--- src/rtl/gpio_latch_pkg.sv ---
`timescale 1ns/1ps
package gpio_latch_pkg;
   localparam int unsigned REG_AW = 4;

   typedef enum logic [REG_AW-1:0] {
      RA_DIR     = 4'h0,
      RA_OUT     = 4'h1,
      RA_INV     = 4'h2,
      RA_IN      = 4'h3,
      RA_LATCH   = 4'h4,
      RA_MASK    = 4'h5,
      RA_STAT    = 4'h6,
      RA_PCFG    = 4'h7,
      RA_PULLEN  = 4'h8,
      RA_PULLSEL = 4'h9
   } reg_addr_e;
endpackage

--- src/rtl/gpio_in_sync.sv ---
`timescale 1ns/1ps
module gpio_in_sync #(
   parameter int unsigned W      = 8,
   parameter int unsigned STAGES = 2
) (
   input  logic         clk,
   input  logic         rst_n,
   input  logic [W-1:0] d,
   output logic [W-1:0] q
);
   generate
      if (STAGES < 2) begin : g_bad_stages
         $error("gpio_in_sync: STAGES must be at least 2");
      end
   endgenerate

   logic [W-1:0] stg [STAGES];

   always_ff @(posedge clk or negedge rst_n) begin
      if (!rst_n) begin
         for (int k = 0; k < int'(STAGES); k++) stg[k] <= '0;
      end else begin
         stg[0] <= d;
         for (int k = 1; k < int'(STAGES); k++) stg[k] <= stg[k-1];
      end
   end

   assign q = stg[STAGES-1];
endmodule

--- src/rtl/gpio_chg_detect.sv ---
`timescale 1ns/1ps
module gpio_chg_detect #(
   parameter int unsigned W = 8
) (
   input  logic         clk,
   input  logic         rst_n,
   input  logic [W-1:0] lvl,
   input  logic [W-1:0] mask,
   input  logic [W-1:0] latch_en,
   input  logic         in_read,
   output logic [W-1:0] in_view,
   output logic [W-1:0] stat,
   output logic [W-1:0] held_pend
);
   generate
      for (genvar i = 0; i < int'(W); i++) begin : g_pin
         logic ref_q, cap_q, pend_q;

         always_ff @(posedge clk or negedge rst_n) begin
            if (!rst_n) begin
               ref_q  <= 1'b0;
               cap_q  <= 1'b0;
               pend_q <= 1'b0;
            end else if (in_read) begin
               ref_q  <= lvl[i];
               cap_q  <= lvl[i];
               pend_q <= 1'b0;
            end else begin
               if (mask[i]) ref_q <= lvl[i];
               if (!pend_q) cap_q <= lvl[i];
               if (latch_en[i] && !mask[i] && (lvl[i] != ref_q)) pend_q <= 1'b1;
            end
         end

         assign stat[i]      = !mask[i] && (latch_en[i] ? pend_q : (lvl[i] != ref_q));
         assign in_view[i]   = (latch_en[i] && pend_q) ? cap_q : lvl[i];
         assign held_pend[i] = pend_q;
      end
   endgenerate
endmodule

--- src/rtl/gpio_out_drive.sv ---
`timescale 1ns/1ps
module gpio_out_drive #(
   parameter int unsigned W     = 8,
   parameter bit          OD_EN = 1'b1
) (
   input  logic [W-1:0] dir,
   input  logic [W-1:0] out_val,
   input  logic         od_mode,
   output logic [W-1:0] pin_oe,
   output logic [W-1:0] pin_out
);
   generate
      if (OD_EN) begin : g_od
         assign pin_oe  = od_mode ? (~dir & ~out_val) : ~dir;
         assign pin_out = od_mode ? '0 : out_val;
      end else begin : g_pp
         assign pin_oe  = ~dir;
         assign pin_out = out_val;
      end
   endgenerate
endmodule

--- src/rtl/gpio_latch_port.sv ---
`timescale 1ns/1ps
module gpio_latch_port
   import gpio_latch_pkg::*;
#(
   parameter int unsigned N           = 8,
   parameter int unsigned SYNC_STAGES = 2,
   parameter bit          OD_EN       = 1'b1
) (
   input  logic              clk,
   input  logic              rst_n,
   input  logic [REG_AW-1:0] addr,
   input  logic              wr_en,
   input  logic [N-1:0]      wr_data,
   input  logic              rd_en,
   output logic [N-1:0]      rd_data,
   input  logic [N-1:0]      pin_in,
   output logic [N-1:0]      pin_oe,
   output logic [N-1:0]      pin_out,
   output logic              irq_oe
);
   generate
      if (N < 2 || N > 32) begin : g_bad_width
         $error("gpio_latch_port: N must be 2..32");
      end
   endgenerate

   logic [N-1:0] dir_q, out_q, inv_q, latch_q, mask_q, pull_en_q, pull_sel_q;
   logic         od_q;
   logic [N-1:0] lvl, in_view, stat, held_pend, rd_mux;
   logic         in_read;

   assign in_read = rd_en && (addr == RA_IN);

   always_ff @(posedge clk or negedge rst_n) begin
      if (!rst_n) begin
         dir_q      <= '1;
         out_q      <= '0;
         inv_q      <= '0;
         latch_q    <= '0;
         mask_q     <= '1;
         od_q       <= 1'b0;
         pull_en_q  <= '0;
         pull_sel_q <= '0;
      end else if (wr_en) begin
         case (addr)
            RA_DIR:     dir_q      <= wr_data;
            RA_OUT:     out_q      <= wr_data;
            RA_INV:     inv_q      <= wr_data;
            RA_LATCH:   latch_q    <= wr_data;
            RA_MASK:    mask_q     <= wr_data;
            RA_PCFG:    od_q       <= wr_data[0];
            RA_PULLEN:  pull_en_q  <= wr_data;
            RA_PULLSEL: pull_sel_q <= wr_data;
            default:    ;
         endcase
      end
   end

   always_comb begin
      case (addr)
         RA_DIR:     rd_mux = dir_q;
         RA_OUT:     rd_mux = out_q;
         RA_INV:     rd_mux = inv_q;
         RA_IN:      rd_mux = in_view ^ inv_q;
         RA_LATCH:   rd_mux = latch_q;
         RA_MASK:    rd_mux = mask_q;
         RA_STAT:    rd_mux = stat;
         RA_PCFG:    rd_mux = N'(od_q);
         RA_PULLEN:  rd_mux = pull_en_q;
         RA_PULLSEL: rd_mux = pull_sel_q;
         default:    rd_mux = '0;
      endcase
   end

   always_ff @(posedge clk or negedge rst_n) begin
      if (!rst_n)     rd_data <= '0;
      else if (rd_en) rd_data <= rd_mux;
   end

   gpio_in_sync #(.W(N), .STAGES(SYNC_STAGES)) u_sync (
      .clk(clk), .rst_n(rst_n), .d(pin_in), .q(lvl)
   );

   gpio_chg_detect #(.W(N)) u_chg (
      .clk(clk), .rst_n(rst_n), .lvl(lvl), .mask(mask_q), .latch_en(latch_q),
      .in_read(in_read), .in_view(in_view), .stat(stat), .held_pend(held_pend)
   );

   gpio_out_drive #(.W(N), .OD_EN(OD_EN)) u_drv (
      .dir(dir_q), .out_val(out_q), .od_mode(od_q), .pin_oe(pin_oe), .pin_out(pin_out)
   );

   assign irq_oe = |stat;
endmodule

--- config.mk ---
export PLATFORM = sky130hd
export DESIGN_NAME = gpio_latch_port
export DESIGN_NICKNAME = d
export VERILOG_FILES = /design/src/rtl/gpio_latch_pkg.sv /design/src/rtl/gpio_in_sync.sv /design/src/rtl/gpio_chg_detect.sv /design/src/rtl/gpio_out_drive.sv /design/src/rtl/gpio_latch_port.sv
export SDC_FILE = /design/constraint.sdc
export NUM_CORES = 1
export LEC_CHECK = 0
export ABC_AREA = 1
export BUFFER_PORTS_ARGS = -buffer_cell sky130_fd_sc_hd__clkbuf_2
export CELL_PAD_IN_SITES_DETAIL_PLACEMENT = 1
export CELL_PAD_IN_SITES_GLOBAL_PLACEMENT = 2
export CORE_MARGIN = 2
export CORE_UTILIZATION = 40
export CTS_BUF_LIST = sky130_fd_sc_hd__clkbuf_4 sky130_fd_sc_hd__clkbuf_8
export CTS_CLUSTER_DIAMETER = 50
export DETAILED_ROUTE_END_ITERATION = 7
export PLACE_DENSITY = 0.95
export SLEW_MARGIN = 10
export SYNTH_ARGS = -nofsm -noshare
export SYNTH_HDL_FRONTEND = slang
export SYNTH_SLANG_ARGS = --single-unit
--- constraint.sdc ---
create_clock -name clk -period 3.46 [get_ports clk]
set_input_delay 0.173 -clock clk [delete_from_list [all_inputs] [get_ports clk]]
set_output_delay 0.173 -clock clk [all_outputs]
set_load 0.005 [all_outputs]
### Yosys cells after proc, flatten, opt, wreduce, memory -nomap -nowiden

Cells that the tools add are included.

| storage, ports and cells | value |
|---|---|
| register bits after elaboration | 105 |
| logic and storage cells | 198 |

| cells by class | value |
|---|---|
| eq/ne operators | 25 |
| multiplexer cells | 67 |
| bitwise logic cells | 4 |
| reductions and logical operators | 67 |

Operators by type and width:

| kind | number |
|---|---|
| 8-bit one-hot mux with 10 select lines | 1 |
| 1-bit two-way mux | 64 |
| 1-bit logical AND | 33 |
| 2-bit nonzero test | 16 |
| 4-bit by 3-bit equality test with 1-bit output, second input constant | 4 |
| 8-bit two-way mux | 2 |
| 2-bit != test, second input constant | 8 |
| 8-bit NOT | 2 |
| 2-bit AND reduction | 8 |
| 8-bit bitwise AND | 1 |
| 4-bit by 2-bit equality test with 1-bit output, second input constant | 2 |
| 4-bit equality test, second input constant | 2 |
| 1-bit zero test | 8 |
| 1-bit != test | 8 |
| 8-bit OR reduction | 1 |
| 8-bit XOR | 1 |
| 4-bit by 1-bit equality test with 1-bit output, second input constant | 1 |
| 4-bit zero test | 1 |

### Depth between registers and ports, before layout

| depth | value |
|---|---|
| depth after elaboration | 5 |
| mapped depth | 9 |
| mapped depth without buffers | 9 |

### By module

A second synthesis with hierarchy kept.

| unflattened totals | value |
|---|---|
| cells, all modules | 701 |
| area total of the unflattened synthesis | 5420.2 µm² |

Modules (own cells, without submodules):

| module | times used | cells each | area each (µm²) |
|---|---|---|---|
| gpio_latch_port | 1 | 448 | 3415.8 |
| gpio_chg_detect | 1 | 203 | 1395.1 |
| gpio_in_sync | 1 | 24 | 460.4 |
| gpio_out_drive | 1 | 26 | 148.9 |

### Worst setup path after synthesis

Ideal clock, no wire load.

| timing | value |
|---|---|
| path kind | register to output |
| start point | register latch_q[3] |
| end point | output port irq_oe |
| arrival time | 1.172 ns |
| required time | 3.287 ns |
| path slack | 2.115 ns |
| stages on the path, launching flop included | 6 |
| path buffers | 0 |
| cell sequence | dfrtp_1 > inv_1 > or2_2 > nand3_1 > nand4_1 > or2_2 |

| between the ends | value |
|---|---|
| cells in the longest elaborated chain, start to end | 3 |

Ends and longest elaborated chain:

| element | RTL line | RTL |
|---|---|---|
| from (decl) | gpio_latch_port.sv:27 | `logic [N-1:0] dir_q, out_q, inv_q, latch_q, mask_q, pull_en_q, pull_sel_q;` |
| from (signal assigned) | gpio_latch_port.sv:49 | `RA_LATCH: latch_q <= wr_data;` |
| 1-bit two-way mux | gpio_chg_detect.sv:35 | `assign stat[i] = !mask[i] && (latch_en[i] ? pend_q : (lvl[i] != ref_q));` |
| 1-bit logical AND | gpio_chg_detect.sv:35 |  |
| 8-bit OR reduction | gpio_latch_port.sv:93 | `assign irq_oe = \|stat;` |
| to (decl) | gpio_latch_port.sv:19 | `output logic irq_oe` |

No other way between the ends.

### Final worst setup path

Ends and elaborated chain as after synthesis.

==> results.yml <==
outcome:
  outcome: "finished clean"
finish:
  ff_latch_area_um2: 2650
  areaGrowthSynthToFinish_pct: 12.6
  final_common_cell: "nand2_1"
  multi_input_comb_area_um2: 2380
  antenna_cells: 0
  layoutNonFillerInstCount: 875
  final_cell_mix: "190 x nand2_1, 89 x dfrtp_1, 77 x nand3_1"
  nets: 718
  fill_cells: 1621
  drive_gt1_share_pct: 21.5
yosys:
  synthSimpleGateAreaFrac_pct: 34.0
  synth_top_family_by_area: "simple AND/OR/NAND/NOR gates"
  ys_seq_area_share_pct: 49.2
  synthMuxAreaShare_pct: 0
  netlist_instances: 642
  synthAdderAreaFrac_pct: 0
  synth_nets: 666
  synth_area_per_cell_um2: 8.39
  synth_xor_area_share_pct: 0
  syn-cell-area_um2: 5390
  synth_compound_area_share_pct: 10.3
  netlist.area_leader.share_pct: 41.3
  ys_types: 31
  synth_area_leaders: "dfrtp_1 41%, nand2_1 13%, dfstp_2 7.8%"
  ys_warn_count: 0
  synth.largest_area_cell: "dfrtp_1"
  synth-seq-cells: 105
critical_path:
  critical_path_class: "flip-flop to output port"
  slowest_stage: "dfrtp_1"
  path_max_fanout: 6
  cp.arrival_ps: 1990
  end_kind: "output port"
  slowest_delay_ps: 470
  crit_top_cell: "or2_2"
  required_ps: 3290
  cpLargestDelayFamily: "simple AND/OR/NAND/NOR gates"
  crit_chain: "inv_1 > or2_2 > nand3_1 > nand4_1 > or2_2 > clkbuf_2"
  path_buf_inv: 2
  ff2ff_path_depth: 6
  start_kind: "flip-flop"
  critical_path_cell_count: 6
placement:
  numPortBuffers: 48
  place_inst: 850
  place.gp.congestion: 0.811
  dp_hpwl_um: 10800
clock_tree:
  cts.reportedPaths.clkPinSlew_ps: 100
  clock-sinks: 105
  clock_path_buffers: 2
  post-cts-setup-buffers: 0
  insertion_delay_ps: 400
  ctsRootBufferMaster: "clkbuf_8"
  cts_buffers: 9
  cts_htree_levels: 3
  cts_tree: "yes"
global_route:
  grt.total_usage_pct: 22.0
  grt-ovfl-total: 0
  grt_pass1_wl_um: 24500
  first_global_vias: 4699
  antenna_found_initial: 0
  grt_start_max_net_pins: 49
power_and_ir_drop:
  p_leak_nw: 2.94
  powerDensity_nw_per_um2: 608
  ir_worst_vdd_v: 0.000234
die:
  die_h_um: 120
  coreArea_um2: 13200
  ios: 49
  start_util_pct: 40.8
  die_area_um2: 14400
  die_w_um: 120
  rows: 42
timing:
  period_needed_ps: 2170
  period_share_pct: 62.6
  holdWs_ps: 119
  fin_skew_ps: 9.11
  setup_tns_ps: 0
  slew_headroom_pct: 54.7
  slew_viol_final: 0
  worst_pin_slew_ps: 678
  hold_viol_final: 0
  rsz0062_at_grt: "false"
  fmax_mhz: 462
  setup_viol: 0
route:
  drt-wirelength-per-cell_um: 16.9
  viasPerCell: 5.21
  postRouteAntennaNets: 0
  drc_errors: 0
  dr.pass1.iters: 4
  vias: 4562
  finalWirelength_um: 14700
  drtIter0Drc: 217
min_path:
  whs_path_depth: 3
  hold_path.class: "primary input to flip-flop"
flow_run:
  maxCapViolCount: 0
synth_stat cells (all sizes together):
cell,number
nand4,18
buf,17
inv,56
nand3b,6
dfrtp,89
a31oi,4
clkbuf,1
nand2,205
dfstp,16
or2,9
nor2,50
nand3,82
a21oi,24
o21ai,65
power by group:
part | internal (W) | total (W) | switching, W
combinational | 0.000361 | 0.000906 | 0.000545
sequential | 0.00154 | 0.00183 | 0.000286
clock | 0.000502 | 0.000953 | 0.000450
metrics by stage:
step | utilization [%] | instance area [um^2] | setup WS (ps) | power [W]
5_1_grt | 46.0 | 6060 | 1220 | 0.00393
3_3_place_gp | 43.4 | 5720 | 1760 | 0.00267
3_5_place_dp | 43.4 | 5720 | 1700 | 0.00275
2_1_floorplan | - | 5390 | 2120 | 0.00240
4_1_cts | 46.0 | 6060 | 1290 | 0.00372
6_report | 46.0 | 6060 | 1290 | 0.00368
layout make-up:
type | count | area share (%)
sequential | 105 | 43.7
timing repair buffer | 59 | 5.74
clock buffer | 10 | 2.27
tap | 176 | 3.63
multi-input combinational | 463 | 39.3
inverter | 56 | 3.51
clock inverter | 6 | 1.90
sequential cells by signal, summed over array words and instances (netlist names):
| signal | cells |
|---|---|
| u_sync.q | 8 |
| out_q | 8 |
| dir_q | 8 |
| u_chg.g_pin.ref_q | 8 |
| u_chg.g_pin.pend_q | 8 |
| inv_q | 8 |
| u_chg.g_pin.cap_q | 8 |
| pull_en_q | 8 |
| mask_q | 8 |
| od_q | 1 |
| rd_data | 8 |
| latch_q | 8 |
| pull_sel_q | 8 |
| u_sync.stg | 8 |
routing by layer:
metal | vias up | track usage (%) | wire (um)
li1 | 2211 | - | -
met1 | 2265 | 31.3 | 7180
met2 | 70 | 34.4 | 6890
met3 | 16 | 3.14 | 472
met4 | 0 | 7.57 | 200
met5 | - | 0 | 0
final timing paths:
kind / endpoint / slack [ps] / startpoint
worst max-delay path: irq_oe / 1290 / latch_q[3]
worst min-delay path: mask_q[5] / 120 / wr_data[5]
worst max register to register: rd_data[0] / 2120 / od_q
worst min register to register: u_sync.q[1] / 360 / u_sync.stg[9]
max in group asynchronous: u_sync.q[6] / 2240 / rst_n
min in group asynchronous: u_sync.stg[12] / 240 / rst_n
logic make-up after synthesis:
kind of cell,Yosys count
AO/OA/AOI/OAI,93
buffers and inverters,74
flip-flops,105
AND/OR/NAND/NOR,370
timing repair:
item	in CTS	in global routing
resized for setup	0	0
hold buffers	9	0
hold endpoints to repair	35	0
tightest hold or removal path, delay by kind of cell:
family | cells | cell delay [ps]
buffers and inverters | 2 | 260
AOI/OAI and AO/OA | 1 | 90
Power figures use the tool's default switching activity.
